===== src/rtl/ccp_pkg.sv =====
`timescale 1ns/1ps
package ccp_pkg;
  localparam int OP_W    = 5;
  localparam int PARAM_W = 11;
  localparam int CMD_W   = OP_W + PARAM_W;
  localparam int WIN_W   = 3;
  localparam int EVT_W   = 11;
  localparam int STS_W   = 16;

  // positions that carry a real event (bit 0 is the summary, bit 3 reserved)
  localparam logic [EVT_W-1:0] EVT_VALID = 11'b111_1111_0110;

  localparam logic [OP_W-1:0] OPC_GLB_RST = 5'h00;
  localparam logic [OP_W-1:0] OPC_WIN     = 5'h01;
  localparam logic [OP_W-1:0] OPC_ACK     = 5'h0D;
  localparam logic [OP_W-1:0] OPC_IRQ_EN  = 5'h0E;
  localparam logic [OP_W-1:0] OPC_IND_EN  = 5'h0F;

  typedef struct packed {
    logic glb_rst;
    logic win;
    logic ack;
    logic irq_en;
    logic ind_en;
  } ccp_strb_t;
endpackage


===== src/rtl/ccp_cmd_seq.sv =====
`timescale 1ns/1ps
module ccp_cmd_seq
  import ccp_pkg::*;
#(
  parameter int BUSY_CYCLES = 4
) (
  input  logic               clk,
  input  logic               rst_n,
  input  logic               cmd_wr,
  input  logic [CMD_W-1:0]   cmd_data,
  output logic               busy,
  output logic               drop,
  output ccp_strb_t          strb,
  output logic [PARAM_W-1:0] param
);
  localparam int CNT_W = $clog2(BUSY_CYCLES + 1);
  localparam logic [CNT_W-1:0] CNT_LOAD = CNT_W'(BUSY_CYCLES);
  localparam logic [CNT_W-1:0] CNT_ONE  = CNT_W'(1);

  logic [CNT_W-1:0] cnt_q, cnt_d;
  logic             cnt_en;
  logic             accept;
  logic [OP_W-1:0]  opcode;

  always_comb begin
    busy   = (cnt_q != '0);
    accept = cmd_wr & ~busy;
    drop   = cmd_wr & busy;
    opcode = cmd_data[CMD_W-1:PARAM_W];
    param  = cmd_data[PARAM_W-1:0];

    strb.glb_rst = accept & (opcode == OPC_GLB_RST);
    strb.win     = accept & (opcode == OPC_WIN);
    strb.ack     = accept & (opcode == OPC_ACK);
    strb.irq_en  = accept & (opcode == OPC_IRQ_EN);
    strb.ind_en  = accept & (opcode == OPC_IND_EN);

    cnt_en = accept | busy;
    cnt_d  = accept ? CNT_LOAD : (cnt_q - CNT_ONE);
  end

  always_ff @(posedge clk or negedge rst_n) begin
    if (!rst_n)      cnt_q <= '0;
    else if (cnt_en) cnt_q <= cnt_d;
  end
endmodule


===== src/rtl/ccp_evt_bank.sv =====
`timescale 1ns/1ps
module ccp_evt_bank
  import ccp_pkg::*;
(
  input  logic             clk,
  input  logic             rst_n,
  input  logic [EVT_W-1:0] evt_i,
  input  logic             ack,
  input  logic [EVT_W-1:0] ack_mask,
  input  logic             clr_all,
  output logic [EVT_W-1:0] evt_q
);
  for (genvar i = 0; i < EVT_W; i++) begin : g_bit
    if (EVT_VALID[i]) begin : g_live
      logic q, d, en;
      always_comb begin
        en = clr_all | evt_i[i] | (ack & ack_mask[i]);
        if (clr_all)       d = 1'b0;
        else if (evt_i[i]) d = 1'b1;   // event beats acknowledge
        else               d = 1'b0;
      end
      always_ff @(posedge clk or negedge rst_n) begin
        if (!rst_n)  q <= 1'b0;
        else if (en) q <= d;
      end
      assign evt_q[i] = q;
    end else begin : g_tie
      assign evt_q[i] = 1'b0;
    end
  end
endmodule


===== src/rtl/ccp_cfg_regs.sv =====
`timescale 1ns/1ps
module ccp_cfg_regs
  import ccp_pkg::*;
(
  input  logic               clk,
  input  logic               rst_n,
  input  ccp_strb_t          strb,
  input  logic [PARAM_W-1:0] param,
  input  logic               drop,
  output logic [WIN_W-1:0]   win_q,
  output logic [EVT_W-1:0]   irq_en_q,
  output logic [EVT_W-1:0]   ind_en_q,
  output logic               err_q,
  output logic               sta_clr_q
);
  logic [WIN_W-1:0] win_d;
  logic [EVT_W-1:0] irq_en_d, ind_en_d;
  logic             err_d;
  logic             win_en, irq_en_en, ind_en_en, err_en;

  always_comb begin
    win_en    = strb.win | strb.glb_rst;
    win_d     = strb.glb_rst ? '0 : param[WIN_W-1:0];
    irq_en_en = strb.irq_en | strb.glb_rst;
    irq_en_d  = strb.glb_rst ? '0 : (EVT_W'(param) & EVT_VALID);
    ind_en_en = strb.ind_en | strb.glb_rst;
    ind_en_d  = strb.glb_rst ? '0 : (EVT_W'(param) & EVT_VALID);
    err_en    = drop | strb.glb_rst;
    err_d     = ~strb.glb_rst;
  end

  always_ff @(posedge clk or negedge rst_n) begin
    if (!rst_n) begin
      win_q     <= '0;
      irq_en_q  <= '0;
      ind_en_q  <= '0;
      err_q     <= 1'b0;
      sta_clr_q <= 1'b0;
    end else begin
      if (win_en)    win_q    <= win_d;
      if (irq_en_en) irq_en_q <= irq_en_d;
      if (ind_en_en) ind_en_q <= ind_en_d;
      if (err_en)    err_q    <= err_d;
      sta_clr_q <= strb.glb_rst;
    end
  end
endmodule


===== src/rtl/ccp_cmd_port.sv =====
`timescale 1ns/1ps
module ccp_cmd_port
  import ccp_pkg::*;
#(
  parameter int BUSY_CYCLES = 4
) (
  input  logic             clk,
  input  logic             rst_n,
  input  logic             cmd_wr,
  input  logic [15:0]      cmd_data,
  input  logic [10:0]      evt_i,
  output logic [15:0]      status_o,
  output logic [2:0]       win_sel_o,
  output logic             irq_o,
  output logic             cmd_err_o,
  output logic             sta_clr_o
);
  localparam int BUSY_POS = STS_W - WIN_W - 1;

  logic               busy, drop;
  ccp_strb_t          strb;
  logic [PARAM_W-1:0] param;
  logic [EVT_W-1:0]   evt_q, irq_en_q, ind_en_q, shown;
  logic [WIN_W-1:0]   win_q;
  logic               err_q, sta_clr_q, summary;

  ccp_cmd_seq #(.BUSY_CYCLES(BUSY_CYCLES)) u_seq (
    .clk(clk), .rst_n(rst_n), .cmd_wr(cmd_wr), .cmd_data(cmd_data),
    .busy(busy), .drop(drop), .strb(strb), .param(param)
  );

  ccp_evt_bank u_evt (
    .clk(clk), .rst_n(rst_n), .evt_i(evt_i), .ack(strb.ack),
    .ack_mask(EVT_W'(param)), .clr_all(strb.glb_rst), .evt_q(evt_q)
  );

  ccp_cfg_regs u_cfg (
    .clk(clk), .rst_n(rst_n), .strb(strb), .param(param), .drop(drop),
    .win_q(win_q), .irq_en_q(irq_en_q), .ind_en_q(ind_en_q),
    .err_q(err_q), .sta_clr_q(sta_clr_q)
  );

  always_comb begin
    shown   = evt_q & ind_en_q;
    summary = |(evt_q & irq_en_q);
    status_o = '0;
    status_o[STS_W-1 -: WIN_W] = win_q;
    status_o[BUSY_POS]         = busy;
    status_o[EVT_W-1:1]        = shown[EVT_W-1:1];
    status_o[0]                = summary;
  end

  assign win_sel_o = win_q;
  assign irq_o     = summary;
  assign cmd_err_o = err_q;
  assign sta_clr_o = sta_clr_q;
endmodule


===== config.mk =====
export PLATFORM = sky130hd
export DESIGN_NAME = ccp_cmd_port
export DESIGN_NICKNAME = d
export VERILOG_FILES = /design/src/rtl/ccp_pkg.sv /design/src/rtl/ccp_cmd_seq.sv /design/src/rtl/ccp_evt_bank.sv /design/src/rtl/ccp_cfg_regs.sv /design/src/rtl/ccp_cmd_port.sv
export SDC_FILE = /design/constraint.sdc
export NUM_CORES = 1
export LEC_CHECK = 0
export BUFFER_PORTS_ARGS = -buffer_cell sky130_fd_sc_hd__buf_2
export CELL_PAD_IN_SITES_DETAIL_PLACEMENT = 1
export CELL_PAD_IN_SITES_GLOBAL_PLACEMENT = 2
export CORE_ASPECT_RATIO = 1.75
export CORE_MARGIN = 1.5
export CORE_UTILIZATION = 33
export CTS_CLUSTER_SIZE = 8
export DETAILED_ROUTE_END_ITERATION = 12
export GPL_TIMING_DRIVEN = 0
export PLACE_DENSITY = 0.92
export SLEW_MARGIN = 10
export SYNTH_ARGS = -nofsm -noshare
export SYNTH_HDL_FRONTEND = slang
export SYNTH_SLANG_ARGS = --single-unit

===== constraint.sdc =====
create_clock -name clk -period 4.1 [get_ports clk]
set_input_delay 0 -clock clk [delete_from_list [all_inputs] [get_ports clk]]
set_output_delay 0 -clock clk [all_outputs]
set_load 0.02 [all_outputs]

Word level (Yosys, flattened, before mapping)
Index checks and enable logic that the tools add are counted.
Cells by class
  add/subtract/negate cells: 1
  eq/ne operators: 4
  mux-type cells: 21
  bitwise gates (word level): 43
  reduce and logical (&&, ||, !) cells: 3
Operator list (number)
  $or A1 B1 Y1: 23
  $and A11 B11 Y11: 2
  $mux W1: 18
  $and A1 B1 Y1: 16
  $eq A5 B4 Y1 const B: 3
  $mux W11: 1
  $reduce_or A11 Y1: 1
  $mux W3: 2
  $eq A5 B1 Y1 const B: 1
  $logic_not A5 Y1: 1
  $reduce_bool A3 Y1: 1
  $sub A3 B1 Y3 const B: 1
  $not A1 Y1: 2
Storage, ports and cells
  register bits: 39
  input bits: 30
  output and inout port bits: 22
  word-level logic and storage cells: 87

Depth between registers and ports, before layout
Gate-level depths: netlist of the first run.
  depth after elaboration: 6
  depth in mapped cells: 7
  gate-level depth less buffers: 5

Hierarchy
A second synthesis of the first run with hierarchy kept.
Unflattened totals
  cells, all modules: 187
  area, all modules: 1948.1 um^2
Modules (own cells, without submodules)
  ccp_cfg_regs: instances 1, cells each 76, area each 938.4 um^2, sequential area each 575.6 um^2
  ccp_evt_bank: instances 1, cells each 50, area each 486.7 um^2, sequential area each 225.2 um^2
  ccp_cmd_seq: instances 1, cells each 38, area each 349.1 um^2, sequential area each 75.1 um^2
  ccp_cmd_port: instances 1, cells each 23, area each 173.9 um^2, sequential area each 0.0 um^2

Worst setup path before layout of the first run
Ideal clock, no wire load.
  path type: register -> register
  start: register u_seq.cnt_q[0]
  end: register u_evt.g_bit[10].g_live.q
  library setup time: 0.144 ns
  data arrival time: 1.341 ns
  required time: 3.956 ns
  path slack: 2.615 ns
  cell stages (with the launch flop): 6
  buffers on the path: 0
  clock period less this slack: 1.485 ns
  cell sequence: dfrtp_1 > inv_1 > ha_1 > nand4bb_4 > nor2_1 > a311oi_1
Between the ends
  cells in the longest elaborated chain, start to end: 6
  elaborated cells between the ends (all ways): 9
  those cells by class: mux: 1; bitwise: 7; reduce/logical: 1
Ends and longest elaborated chain
  from (decl): RTL line ccp_cmd_seq.sv:20  | logic [CNT_W-1:0] cnt_q, cnt_d;
  from (signal assigned): RTL line ccp_cmd_seq.sv:44  | else if (cnt_en) cnt_q <= cnt_d;
  $reduce_bool A3 Y1 (*): RTL line ccp_cmd_seq.sv:26  | busy = (cnt_q != '0);
  $not A1 Y1 (*): RTL line ccp_cmd_seq.sv:27  | accept = cmd_wr & ~busy;
  $and A1 B1 Y1 (*): RTL line ccp_cmd_seq.sv:27
  $and A1 B1 Y1 (on tied branches): RTL line ccp_cmd_seq.sv:32, ccp_cmd_seq.sv:34
  $or A1 B1 Y1 / $and A1 B1 Y1 (equally long branches): RTL line ccp_evt_bank.sv:17  | en = clr_all | evt_i[i] | (ack & ack_mask[i]);
  $or A1 B1 Y1: RTL line ccp_evt_bank.sv:17
  to (signal assigned): RTL line ccp_evt_bank.sv:23  | if (!rst_n) q <= 1'b0;
  to (signal assigned): RTL line ccp_evt_bank.sv:24  | else if (en) q <= d;
  to (decl): RTL line ccp_evt_bank.sv:15  | logic q, d, en;
Every way passes the cells marked *; elsewhere a longest branch is shown, timed or not.
A chain may end at the register's enable or synchronous reset.

Worst setup path after layout of the first run
  start: register u_seq.cnt_q[0]
  end: register u_evt.g_bit[6].g_live.q
Between the ends
  cells in the longest elaborated chain, start to end: 6
  elaborated cells between the ends (all ways): 9
  those cells by class: mux: 1; bitwise: 7; reduce/logical: 1
Ends and longest elaborated chain (RTL line)
  $reduce_bool A3 Y1 (*): ccp_cmd_seq.sv:26
  $not A1 Y1 (*): ccp_cmd_seq.sv:27
  $and A1 B1 Y1 (*): ccp_cmd_seq.sv:27
  $and A1 B1 Y1 (on tied branches): ccp_cmd_seq.sv:32, ccp_cmd_seq.sv:34
  $or A1 B1 Y1 / $and A1 B1 Y1 (equally long branches): ccp_evt_bank.sv:17
  $or A1 B1 Y1: ccp_evt_bank.sv:17
  to (signal assigned): ccp_evt_bank.sv:23
  to (signal assigned): ccp_evt_bank.sv:24
  to (decl): ccp_evt_bank.sv:15
Marked as above.

==> out/qor.yml, run 1 <==
drv_slew: 0
vias: 1685
cts_tree: "done"
final_core_util_pct: 45.59
power_frac_comb_pct: 31.5
yosysSeqAreaShare_pct: 49.26
nets: 290
wl_met2_mm: 3.135
clock_tree.root_cell: "clkbuf_8"
fp.dieH_um: 100.1
gr-total-overflow: 0
holdWs_ns: 0.02898
track_usage_pct: 19.55
p_per_area_nw_per_um2: 427.7
grt_max_degree: 36
rsz0062_at_grt: "false"
stdcell_count: 314
grt_pass1_vias: 1713
cap_violations: 0
met1Wirelength_mm: 1.871
antenna_found_initial: 0
clock_skew_ns: 0.004729
n_antenna_cell: 0
syn_area_per_cell_sq_um: 9.611
synth_warnings: 0
switching_share_pct: 32.71
drt-initial-drc-count: 21
crit_path_max_fanout: 9
io_pins: 52
die_w_um: 58.49
post-route-period-util_pct: 63.49
synth_edf_count: 0
wl_met3_um: 193
via_per_inst: 5.366
ctsResizeCount: 0
synth_flop_cell: "dfrtp_1"
dr.pass1.iters: 4
clock-sinks: 35
yosys_register_bits: 35
irDropWorstVdd_mv: 0.2331
die_area_sq_um: 5854
drc_errors: 0
setup_viol: 0
drive_gt1_share_pct: 27.80
slew_headroom_pct: 43.33
ys_types: 34
synth_common_cells: "dfrtp_1, o21ai_0, a21oi_1"
power.internal_mw: 0.6837
total_power_mw: 1.016
worst_setup_path_end_kind: "flip-flop"
synth_area_sq_um: 1778
dr.max_layer_used: "met4"
synthCells: 185
clk-insertion-delay-late_ns: 0.29
synth_top_area_share_pct: 49.26
synth.area.top_cells: "dfrtp_1, o21ai_0, a21oi_1, nand3_1, a311oi_1"
async_reset_ff_share_pct: 100.0
coreArea_sq_um: 5211
hold_violations: 0
synth_top_area_cell: "dfrtp_1"
clk_pin_slew_worst_paths_ns: 0.07
cts_max_level: 2
setup_slack_ns: 1.497
n_fill_cell: 628
start_kind: "flip-flop"
area_growth_pct: 33.64
netSwitchingPower_mw: 0.3324
fmaxAchievable_mhz: 384.2
portBuffers: 45
wire_per_inst_um: 16.81
yosysMostFrequentCell: "dfrtp_1"
hp-class: "in -> reg"
rows: 35
fin_area_sq_um: 2376
clock_path_buffers: 2
placed_cells: 286
leakagePower_nw: 1.101
final.setup.tns_ns: 0
drt.antenna.violating_nets: 0
grt_pass1_wl_mm: 8.459
worstPathArrival_ns: 2.77
hpwl_mm: 3.632
cts_buffers: 5
wl_mm: 5.279
seqPwrFrac_pct: 41.3
dpl_worst_slack_ns: 2.041
required_ns: 4.27
tightestPinTransition_ns: 0.8469
initial_core_util_pct: 34.12
gp_congestion: 0.8142
status: "finished, final reports clean"
crit_type: "reg -> reg"
placed_area_sq_um: 2076
pwr-share-clk_pct: 27.2
period_needed_ns: 2.603
[layer usage]
layer  GRT usage [%]  vias up
met1           21.36      845
met4           8.945        0
met5               0        -
li1                -      797
met2           35.18       36
met3           3.737        7
[worst paths after layout]
check | from | end | slack (ns) | cells after the start
setup / recovery | u_seq.cnt_q[0] | u_evt.g_bit[6].g_live.q | 1.50 | 6
hold reg to reg | u_seq.cnt_q[0] | u_seq.cnt_q[0] | 0.54 | 2
hold / removal | cmd_wr | u_cfg.err_q | 0.03 | 3
max in group asynchronous | rst_n | u_evt.g_bit[6].g_live.q | 3.25 | 2
setup reg to reg | u_seq.cnt_q[0] | u_evt.g_bit[6].g_live.q | 1.50 | 6
min in group asynchronous | rst_n | u_cfg.win_q[0] | 0.34 | 2
[critical path: stages (launching register included)]
cell and delay (ns):
dfrtp_1 0.38, inv_1 0.10, ha_1 0.29, nand4bb_4 0.19, nor2_1 0.70, a311oi_1 0.22
dlygate4sd3_1 0.61
[state kept, by name (all words and copies together), names as in the netlist]
name and cells:
u_cfg.err_q 1, u_cfg.ind_en_q 9, u_cfg.irq_en_q 9, u_cfg.sta_clr_q 1, u_cfg.win_q 3, u_evt.g_bit.g_live.q 9
u_seq.cnt_q 3
[area by class of cell]
class | count | area [sq um] | area share, %
Multi-Input combinational cell | 121 | 729.5 | 30.70
Timing Repair Buffer | 65 | 425.4 | 17.90
Tap cell | 55 | 68.82 | 2.896
Clock buffer | 8 | 100.1 | 4.213
Buffer | 17 | 127.6 | 5.371
Sequential cell | 35 | 875.8 | 36.86
Inverter | 13 | 48.80 | 2.054
[power by group through the flow]
stage / logic (mW) / clock network (mW) / registers [mW]
after floorplan: 0.210 / 0 / 0.423
after global placement: 0.305 / 0 / 0.423
after detailed placement: 0.312 / 0 / 0.427
after CTS: 0.324 / 0.282 / 0.420
after global routing: 0.354 / 0.296 / 0.427
final: 0.321 / 0.276 / 0.420
[cell usage in the layout, fill, tap and decap left out, drive strengths merged]
cell type | synthesis | routed
a211oi | 1 | 1
a21oi | 21 | 21
a221oi | 1 | 1
a222oi | 1 | 1
a22o | 1 | 1
a22oi | 1 | 1
a311oi | 9 | 9
and2 | 9 | 9
and4 | 1 | 1
and4b | 1 | 1
and4bb | 1 | 1
buf | 14 | 59
clkbuf | 3 | 11
conb | 1 | 2
dfrtp | 35 | 35
dlygate4sd3 | 0 | 20
ha | 2 | 2
inv | 13 | 13
nand2 | 6 | 6
nand2b | 1 | 1
nand3 | 19 | 19
nand4 | 1 | 1
nand4b | 2 | 2
nand4bb | 1 | 1
nor2 | 10 | 10
nor2b | 1 | 1
nor3 | 1 | 1
o21ai | 26 | 26
or2 | 1 | 1
or3 | 1 | 1
[kinds of logic (layout without fill, tap and decap cells)]
family	Yosys count	in the layout	synth area share (%)
flip-flops	35	35	49.26
adder cells (fa/ha/maj)	2	2	1.407
AO/OA/AOI/OAI	61	61	20.06
buffers and inverters	30	103	9.922
other	1	2	0.2109
AND/OR/NAND/NOR	56	56	19.14
[repair_timing]
item | 4_1_cts | 5_1_grt
endpoints found under the hold margin | 59 | 0
setup buffers | 0 | 0
hold buffers | 20 | 0
(Power assumes the default switching activity.)
==> inputs of run 2 (changes only) <==
--- a/config.mk
+++ b/config.mk
@@ -10,11 +10,11 @@
 export CELL_PAD_IN_SITES_GLOBAL_PLACEMENT = 2
 export CORE_ASPECT_RATIO = 1.75
 export CORE_MARGIN = 1.5
-export CORE_UTILIZATION = 33
+export CORE_UTILIZATION = 27
 export CTS_CLUSTER_SIZE = 8
 export DETAILED_ROUTE_END_ITERATION = 12
 export GPL_TIMING_DRIVEN = 0
-export PLACE_DENSITY = 0.92
+export PLACE_DENSITY = 0.82
 export SLEW_MARGIN = 10
 export SYNTH_ARGS = -nofsm -noshare
 export SYNTH_HDL_FRONTEND = slang
==> constraint.sdc (replaced) <==
create_clock -name clk -period 2.2 [get_ports clk]
set_input_delay 0 -clock clk [delete_from_list [all_inputs] [get_ports clk]]
set_output_delay 0 -clock clk [all_outputs]
set_load 0.02 [all_outputs]
==> run 2 against run 1 <==
Total power grew 110%. Clock power rose to 2.5 times the previous value. Clock skew fell by 0.0028 ns. Design area grew 3.3%. Sequential cell count is the same. Non-clock buffer count stayed put. Wire length shrank 0.76%. Fmax rose by 33%. Global-route usage shrank 3.9 points. Die area is 21% higher. Critical path type unchanged. Critical endpoint is now u_evt.g_bit[10].g_live.q.
==> out/qor.yml, run 2 (same netlist as run 1, synthesis figures left out) <==
irDropWorstVdd_mv: 0.3084  # +32%
worst_setup_path_end_kind: "flip-flop"
grt_pass1_wl_mm: 8.438  # -0.25%
rsz0062_at_grt: "false"
clock_tree.root_cell: "clkbuf_16"
drive_gt1_share_pct: 27.91  # +0.11 points
clk_pin_slew_worst_paths_ns: 0.05  # -0.02 ns
p_per_area_nw_per_um2: 851.3  # +99%
area_growth_pct: 38.00
power.internal_mw: 1.440  # +110%
hold_violations: 0  # unchanged
initial_core_util_pct: 27.60  # -6.5 points
drc_errors: 0  # unchanged
tightestPinTransition_ns: 0.8137  # -0.03323 ns
io_pins: 52  # unchanged
layout_commonest_cell: "buf_2"
via_per_inst: 4.915  # -8.4%
drt-initial-drc-count: 53  # +150%
required_ns: 2.32  # -1.95 ns
final.setup.tns_ns: 0  # unchanged
clock_path_buffers: 2  # unchanged
placed_cells: 313  # +9.4%
startpoint: "u_seq.cnt_q[0]"
setup_viol: 0  # unchanged
start_kind: "flip-flop"
hp-class: "in -> reg"
endpoint: "u_evt.g_bit[10].g_live.q"
reg2reg_from: "u_seq.cnt_q[0]"
drt.antenna.violating_nets: 0  # unchanged
antenna_found_initial: 0  # unchanged
placed_area_sq_um: 2110  # +1.6%
vias: 1671  # -0.83%
crit_type: "reg -> reg"
cap_violations: 0  # unchanged
switching_share_pct: 31.09  # -1.6 points
gr-total-overflow: 0  # unchanged
cts_max_level: 2  # unchanged
crit_chain: "inv_1 > ha_1 > nand4bb_4 > nor2_1 > a311oi_1"
grt_pass1_vias: 1742  # +1.7%
slew_headroom_pct: 45.76  # +2.4 points
worstPathArrival_ns: 2.08  # -0.69 ns
clk-insertion-delay-late_ns: 0.28  # about the same
power_frac_comb_pct: 29.1  # -2.4 points
post-route-period-util_pct: 89.05  # +26 points
multiInputGateArea_sq_um: 729.5  # unchanged
track_usage_pct: 15.61  # -3.9 points
n_fill_cell: 787  # +25%
status: "finished, final reports clean"
cts_buffers: 5  # unchanged
wire_per_inst_um: 15.41  # -8.3%
slowest_stage: "nor2_1"
grt_max_degree: 36  # unchanged
leakagePower_nw: 1.148  # +4.2%
drv_slew: 0  # unchanged
rows: 39  # +11%
regArea_sq_um: 875.8  # unchanged
cts_tree: "done"
portBuffers: 45  # unchanged
r2r.worst_path.cells: 5  # -1
fmaxAchievable_mhz: 510.5  # +33%
coreArea_sq_um: 6441  # +24%
seqPwrFrac_pct: 37.5  # -3.8 points
clock_skew_ns: 0.001970  # -0.002758 ns
r2r_slack_ns: 0.24  # -1.26 ns
final_cell_mix: "buf_2, dfrtp_1, o21ai_0"
nets: 290  # unchanged
critPathMaxStageDelay_ns: 0.65  # -0.05 ns
die_area_sq_um: 7100  # +21%
dr.pass1.iters: 4  # unchanged
netSwitchingPower_mw: 0.6493  # +95%
hpwl_mm: 3.728  # +2.6%
fp.dieH_um: 110.4  # +10%
die_w_um: 64.34  # +10%
stdcell_count: 340  # +8.3%
pwr-share-clk_pct: 33.4  # +6.2 points
fin_area_sq_um: 2454  # +3.3%
gp_congestion: 0.7721  # -5.2%
regToRegEndpoint: "u_evt.g_bit[10].g_live.q"
wl_mm: 5.239  # -0.76%
crit_path_max_fanout: 9  # unchanged
clock-sinks: 35  # unchanged
top_regs: "u_cfg.ind_en_q x9, u_cfg.irq_en_q x9, u_evt.g_bit.g_live.q x9"
n_antenna_cell: 0  # unchanged
period_needed_ns: 1.959  # -0.6439 ns
-- run 2: cell count changes in the layout (fill, tap and decap cells not counted), sizes merged --
cell and change:
clkinv +1, clkbuf -2
-- run 2: routing by layer --
layer | vias to the layer above | part of all wire (%) | track usage (%)
li1 | 795 | - | -
met1 | 828 | 40 | 17.55
met2 | 41 | 55 | 29.69
met3 | 7 | 3.7 | 2.335
met4 | 0 | 1.3 | 5.167
met5 | - | 0 | 0
-- run 2: critical path, delay by kind of cell, from the launching register on --
kind | cells | cell delay, ns
buf+inv | 1 | 0.11
simple gates | 2 | 0.84
compound gates | 1 | 0.20
flops | 1 | 0.37
fa+ha+maj | 1 | 0.28
-- run 2: what timing repair did --
action	CTS	global route
endpoints found under the hold margin	47	0
setup buffers	0	0
endpoints found under the setup margin	0	0
hold buffers	20	0
resized for setup	0	0
-- run 2: worst min-delay path by stage --
stage                     cells after the start         endpoint    from
after floorplan                               0      u_cfg.err_q   rst_n
after global placement                        1  u_cfg.sta_clr_q   rst_n
after detailed placement                      1  u_cfg.sta_clr_q   rst_n
after CTS                                     3      u_cfg.err_q  cmd_wr
after global routing                          3      u_cfg.err_q  cmd_wr
final                                         3      u_cfg.err_q  cmd_wr
-- run 2: layout make-up --
type                            count  share of cell area, %
Clock inverter                      1                 0.2040
Timing Repair Buffer               65                  17.34
Buffer                             17                  5.201
Sequential cell                    35                  35.70
Multi-Input combinational cell    121                  29.73
Inverter                           13                  1.989
Clock buffer                        6                  5.660
Tap cell                           82                  4.182
-- run 2: per-stage QoR --
stage | hold slack (ns) | worst slack (ns) | total power [mW] | utilization, %
5_1_grt | 0.07091 | 0.03754 | 2.209 | 38.09
6_report | 0.04456 | 0.2409 | 2.089 | 38.09
3_3_place_gp | 0.1404 | 0.1664 | 1.366 | 32.75
3_5_place_dp | 0.1474 | 0.1303 | 1.386 | 32.75
4_1_cts | 0.05246 | 0.1266 | 2.118 | 38.09
2_1_floorplan | -0.2956 | 0.7149 | 1.180 | -
-- run 2: power by group through the flow --
stage	clock network, mW	logic [mW]	registers, mW
detailed placement	0	0.592	0.794
finish	0.698	0.608	0.783
floorplan	0	0.391	0.789
global route	0.732	0.681	0.796
CTS	0.714	0.621	0.783
global placement	0	0.574	0.792
==> inputs of run 3 (changes only) <==
--- a/config.mk
+++ b/config.mk
@@ -5,12 +5,13 @@
 export SDC_FILE = /design/constraint.sdc
 export NUM_CORES = 1
 export LEC_CHECK = 0
+export ABC_AREA = 1
 export BUFFER_PORTS_ARGS = -buffer_cell sky130_fd_sc_hd__buf_2
 export CELL_PAD_IN_SITES_DETAIL_PLACEMENT = 1
 export CELL_PAD_IN_SITES_GLOBAL_PLACEMENT = 2
 export CORE_ASPECT_RATIO = 1.75
 export CORE_MARGIN = 1.5
-export CORE_UTILIZATION = 27
+export CORE_UTILIZATION = 26
 export CTS_CLUSTER_SIZE = 8
 export DETAILED_ROUTE_END_ITERATION = 12
 export GPL_TIMING_DRIVEN = 0
==> run 3 against run 2 <==
First-iteration DRC count decreased by 42%. Fmax increased by 27%. Worst hold slack got worse by 0.039 ns. Combinational power increased by 21%. Sequential share of layout area decreased by 1.3 points. Design area increased by 3.8%. Critical endpoint is now u_cfg.ind_en_q[2].
==> out/qor.yml, run 3 <==
status: "finished, final reports clean"
synth_edf_count: 0  # unchanged
dr.max_layer_used: "met4"
final_cell_mix: "nand2_1, buf_2, dfrtp_1"
final.setup.tns_ns: 0  # unchanged
wl_met3_um: 220  # +13%
met1Wirelength_mm: 1.950  # -6.6%
crit_chain: "inv_1 > ha_1 > nand3_2 > nor2_2 > nand2_2 > nor2_4 > nand2_1 > nand2_1"
ys_types: 26  # -24%
required_ns: 2.41  # +0.09 ns
n_antenna_cell: 0  # unchanged
grt_pass1_vias: 1794  # +3.0%
antenna_found_initial: 0  # unchanged
clock_path_buffers: 2  # unchanged
ctsResizeCount: 0  # unchanged
clock_skew_ns: 0.003113  # +0.001142 ns
crit_path_max_fanout: 9  # unchanged
crit_family: "simple AND/OR/NAND/NOR gates"
synth_common_cells: "nand2_1, dfrtp_1, inv_1"
worst_setup_path_end_kind: "flip-flop"
slew_headroom_pct: 46.50  # +0.74 points
cts_max_level: 2  # unchanged
grt_pass1_wl_mm: 8.473  # +0.41%
die_area_sq_um: 7862  # +11%
nets: 333  # +15%
hold_violations: 0  # unchanged
rsz0062_at_grt: "false"
gr-total-overflow: 0  # unchanged
worstPathArrival_ns: 1.76  # -0.32 ns
drt.antenna.violating_nets: 0  # unchanged
postCtsSetupBuffers: 0  # unchanged
hp-class: "in -> reg"
start_kind: "flip-flop"
leakagePower_nw: 1.452  # +26%
setup_viol: 0  # unchanged
cts_tree: "done"
n_fill_cell: 872  # +11%
hpwl_mm: 3.697  # -0.83%
r2r.worst_path.cells: 8  # +3
fp.dieH_um: 116.2  # +5.3%
critPathMaxStageDelay_ns: 0.36  # -0.29 ns
placed_area_sq_um: 2245  # +6.4%
dr.pass1.iters: 4  # unchanged
drt-initial-drc-count: 31  # -42%
coreArea_sq_um: 7131  # +11%
fin_area_sq_um: 2547  # +3.8%
fmaxAchievable_mhz: 647.6  # +27%
grt_max_degree: 36  # unchanged
rows: 41  # +5.1%
cap_violations: 0  # unchanged
synth_area_sq_um: 1903  # +7.0%
track_usage_pct: 14.51  # -1.1 points
io_pins: 52  # unchanged
initial_core_util_pct: 26.69  # -0.91 points
clk-insertion-delay-late_ns: 0.28  # about the same
cp_num_cells: 8  # +3
p_per_area_nw_per_um2: 971.8  # +14%
holdWs_ns: 0.005437  # -0.03913 ns
synth.area.top_cells: "dfrtp_1, nand2_1, nand3_1, inv_1, a21oi_2"
die_w_um: 67.67  # +5.2%
wire_per_inst_um: 13.04  # -15%
portBuffers: 46  # +2.2%
synth_warnings: 0  # unchanged
tightestPinTransition_ns: 0.8025  # -0.01112 ns
synth_flop_cell: "dfrtp_1"
cts_buffers: 5  # unchanged
post-route-period-util_pct: 70.19  # -19 points
layout_commonest_cell: "nand2_1"
via_per_inst: 4.415  # -10%
async_reset_ff_share_pct: 100.0  # unchanged
area_growth_pct: 33.86
synth_top_area_share_pct: 46.02  # -3.2 points
yosys_register_bits: 35  # unchanged
wl_mm: 5.058  # -3.5%
drv_slew: 0  # unchanged
yosysMostFrequentCell: "nand2_1"
top_regs: "u_cfg.ind_en_q x9, u_cfg.irq_en_q x9, u_evt.g_bit.g_live.q x9"
synth_top_area_cell: "dfrtp_1"
clk_pin_slew_worst_paths_ns: 0.05  # about the same
cp_common_cell: "nand2_1"
irDropWorstVdd_mv: 0.4269  # +38%
clock_tree.root_cell: "clkbuf_16"
period_needed_ns: 1.544  # -0.4150 ns
clock-sinks: 35  # unchanged
hold_depth: 3  # unchanged
gp_congestion: 0.7237  # -6.3%
slowest_stage: "dfrtp_1"
critPathBufInv: 1  # unchanged
wl_met2_mm: 2.753  # -4.6%
syn_area_per_cell_sq_um: 8.064  # -16%
crit_type: "reg -> reg"
drive_gt1_share_pct: 32.12  # +4.2 points
drc_errors: 0  # unchanged
vias: 1713  # +2.5%
synthCells: 236  # +28%
yosysSeqAreaShare_pct: 46.02  # -3.2 points
run 3: cell types whose count changed in the layout (fill, tap and decap cells not counted), moves of 21 or more:
cell / before / now
inv_1: 13 / 34
a21oi_1: 21 / 0
nand2_1: 6 / 77
o21ai_0: 23 / 2
run 3: power by group:
part / switching, mW / internal [mW] / total, mW
clock: 0.273 / 0.649 / 0.921
combinational: 0.435 / 0.301 / 0.737
sequential: 0.0629 / 0.755 / 0.818
total: 0.771 / 1.70 / 2.48
run 3: path summary, 6_finish.rpt:
kind                                start                end  slack (ns)
max reg2reg                u_seq.cnt_q[0]  u_cfg.ind_en_q[2]        0.66
min reg2reg                   u_cfg.err_q        u_cfg.err_q        0.49
max in group asynchronous           rst_n     u_seq.cnt_q[1]        1.34
min                                cmd_wr        u_cfg.err_q       0.005
min in group asynchronous           rst_n    u_cfg.sta_clr_q        0.34
max                        u_seq.cnt_q[0]  u_cfg.ind_en_q[2]        0.66
run 3: routing by layer:
layer	track usage (%)	up-vias
li1	-	842
met4	6.531	0
met2	25.75	37
met3	3.179	12
met5	0	-
met1	16.04	822
run 3: kinds of logic (layout without fill, tap and decap cells):
| kind of cell | count (synthesis) | in the layout | share of synthesized area, % |
|---|---|---|---|
| flops | 35 | 35 | 46.02 |
| fa+ha+maj | 2 | 2 | 1.315 |
| buf+inv | 50 | 115 | 13.35 |
| compound gates | 14 | 14 | 5.720 |
| other cells | 1 | 2 | 0.1970 |
| xor+xnor | 1 | 1 | 0.4603 |
| simple gates | 133 | 133 | 32.94 |
run 3: area by class of cell:
| cell class | count | area, sq um | share of cell area, % |
|---|---|---|---|
| well taps | 86 | 107.6 | 4.224 |
| repair buffers | 57 | 340.3 | 13.36 |
| inverters | 38 | 142.6 | 5.599 |
| clock buffers | 5 | 125.1 | 4.912 |
| clock inverters | 3 | 67.56 | 2.652 |
| multi-input cells | 152 | 777.0 | 30.50 |
| flip-flops and latches | 35 | 875.8 | 34.38 |
| plain buffers | 12 | 111.4 | 4.371 |
run 3: worst reg2reg max path: cells and delay by family, from the launching register on:
kind / cells / cell delay [ns]
adders and majority gates: 1 / 0.19
buffers and inverters: 1 / 0.11
DFF: 1 / 0.36
and+or+nand+nor: 6 / 0.83
run 3: timing repair:
item,CTS,global route
setup endpoints to repair,0,0
endpoints found under the hold margin,45,0
hold buffers,11,0
run 3: metrics by stage:
step | total power, mW | cells | setup slack [ns] | utilization [%]
after floorplan | 1.325 | 237 | 0.8903 | -
after global placement | 1.544 | 369 | 0.6981 | 31.48
after detailed placement | 1.565 | 369 | 0.6571 | 31.48
after CTS | 2.517 | 388 | 0.6295 | 35.73
after global routing | 2.621 | 388 | 0.5033 | 35.73
final | 2.476 | 388 | 0.6559 | 35.73
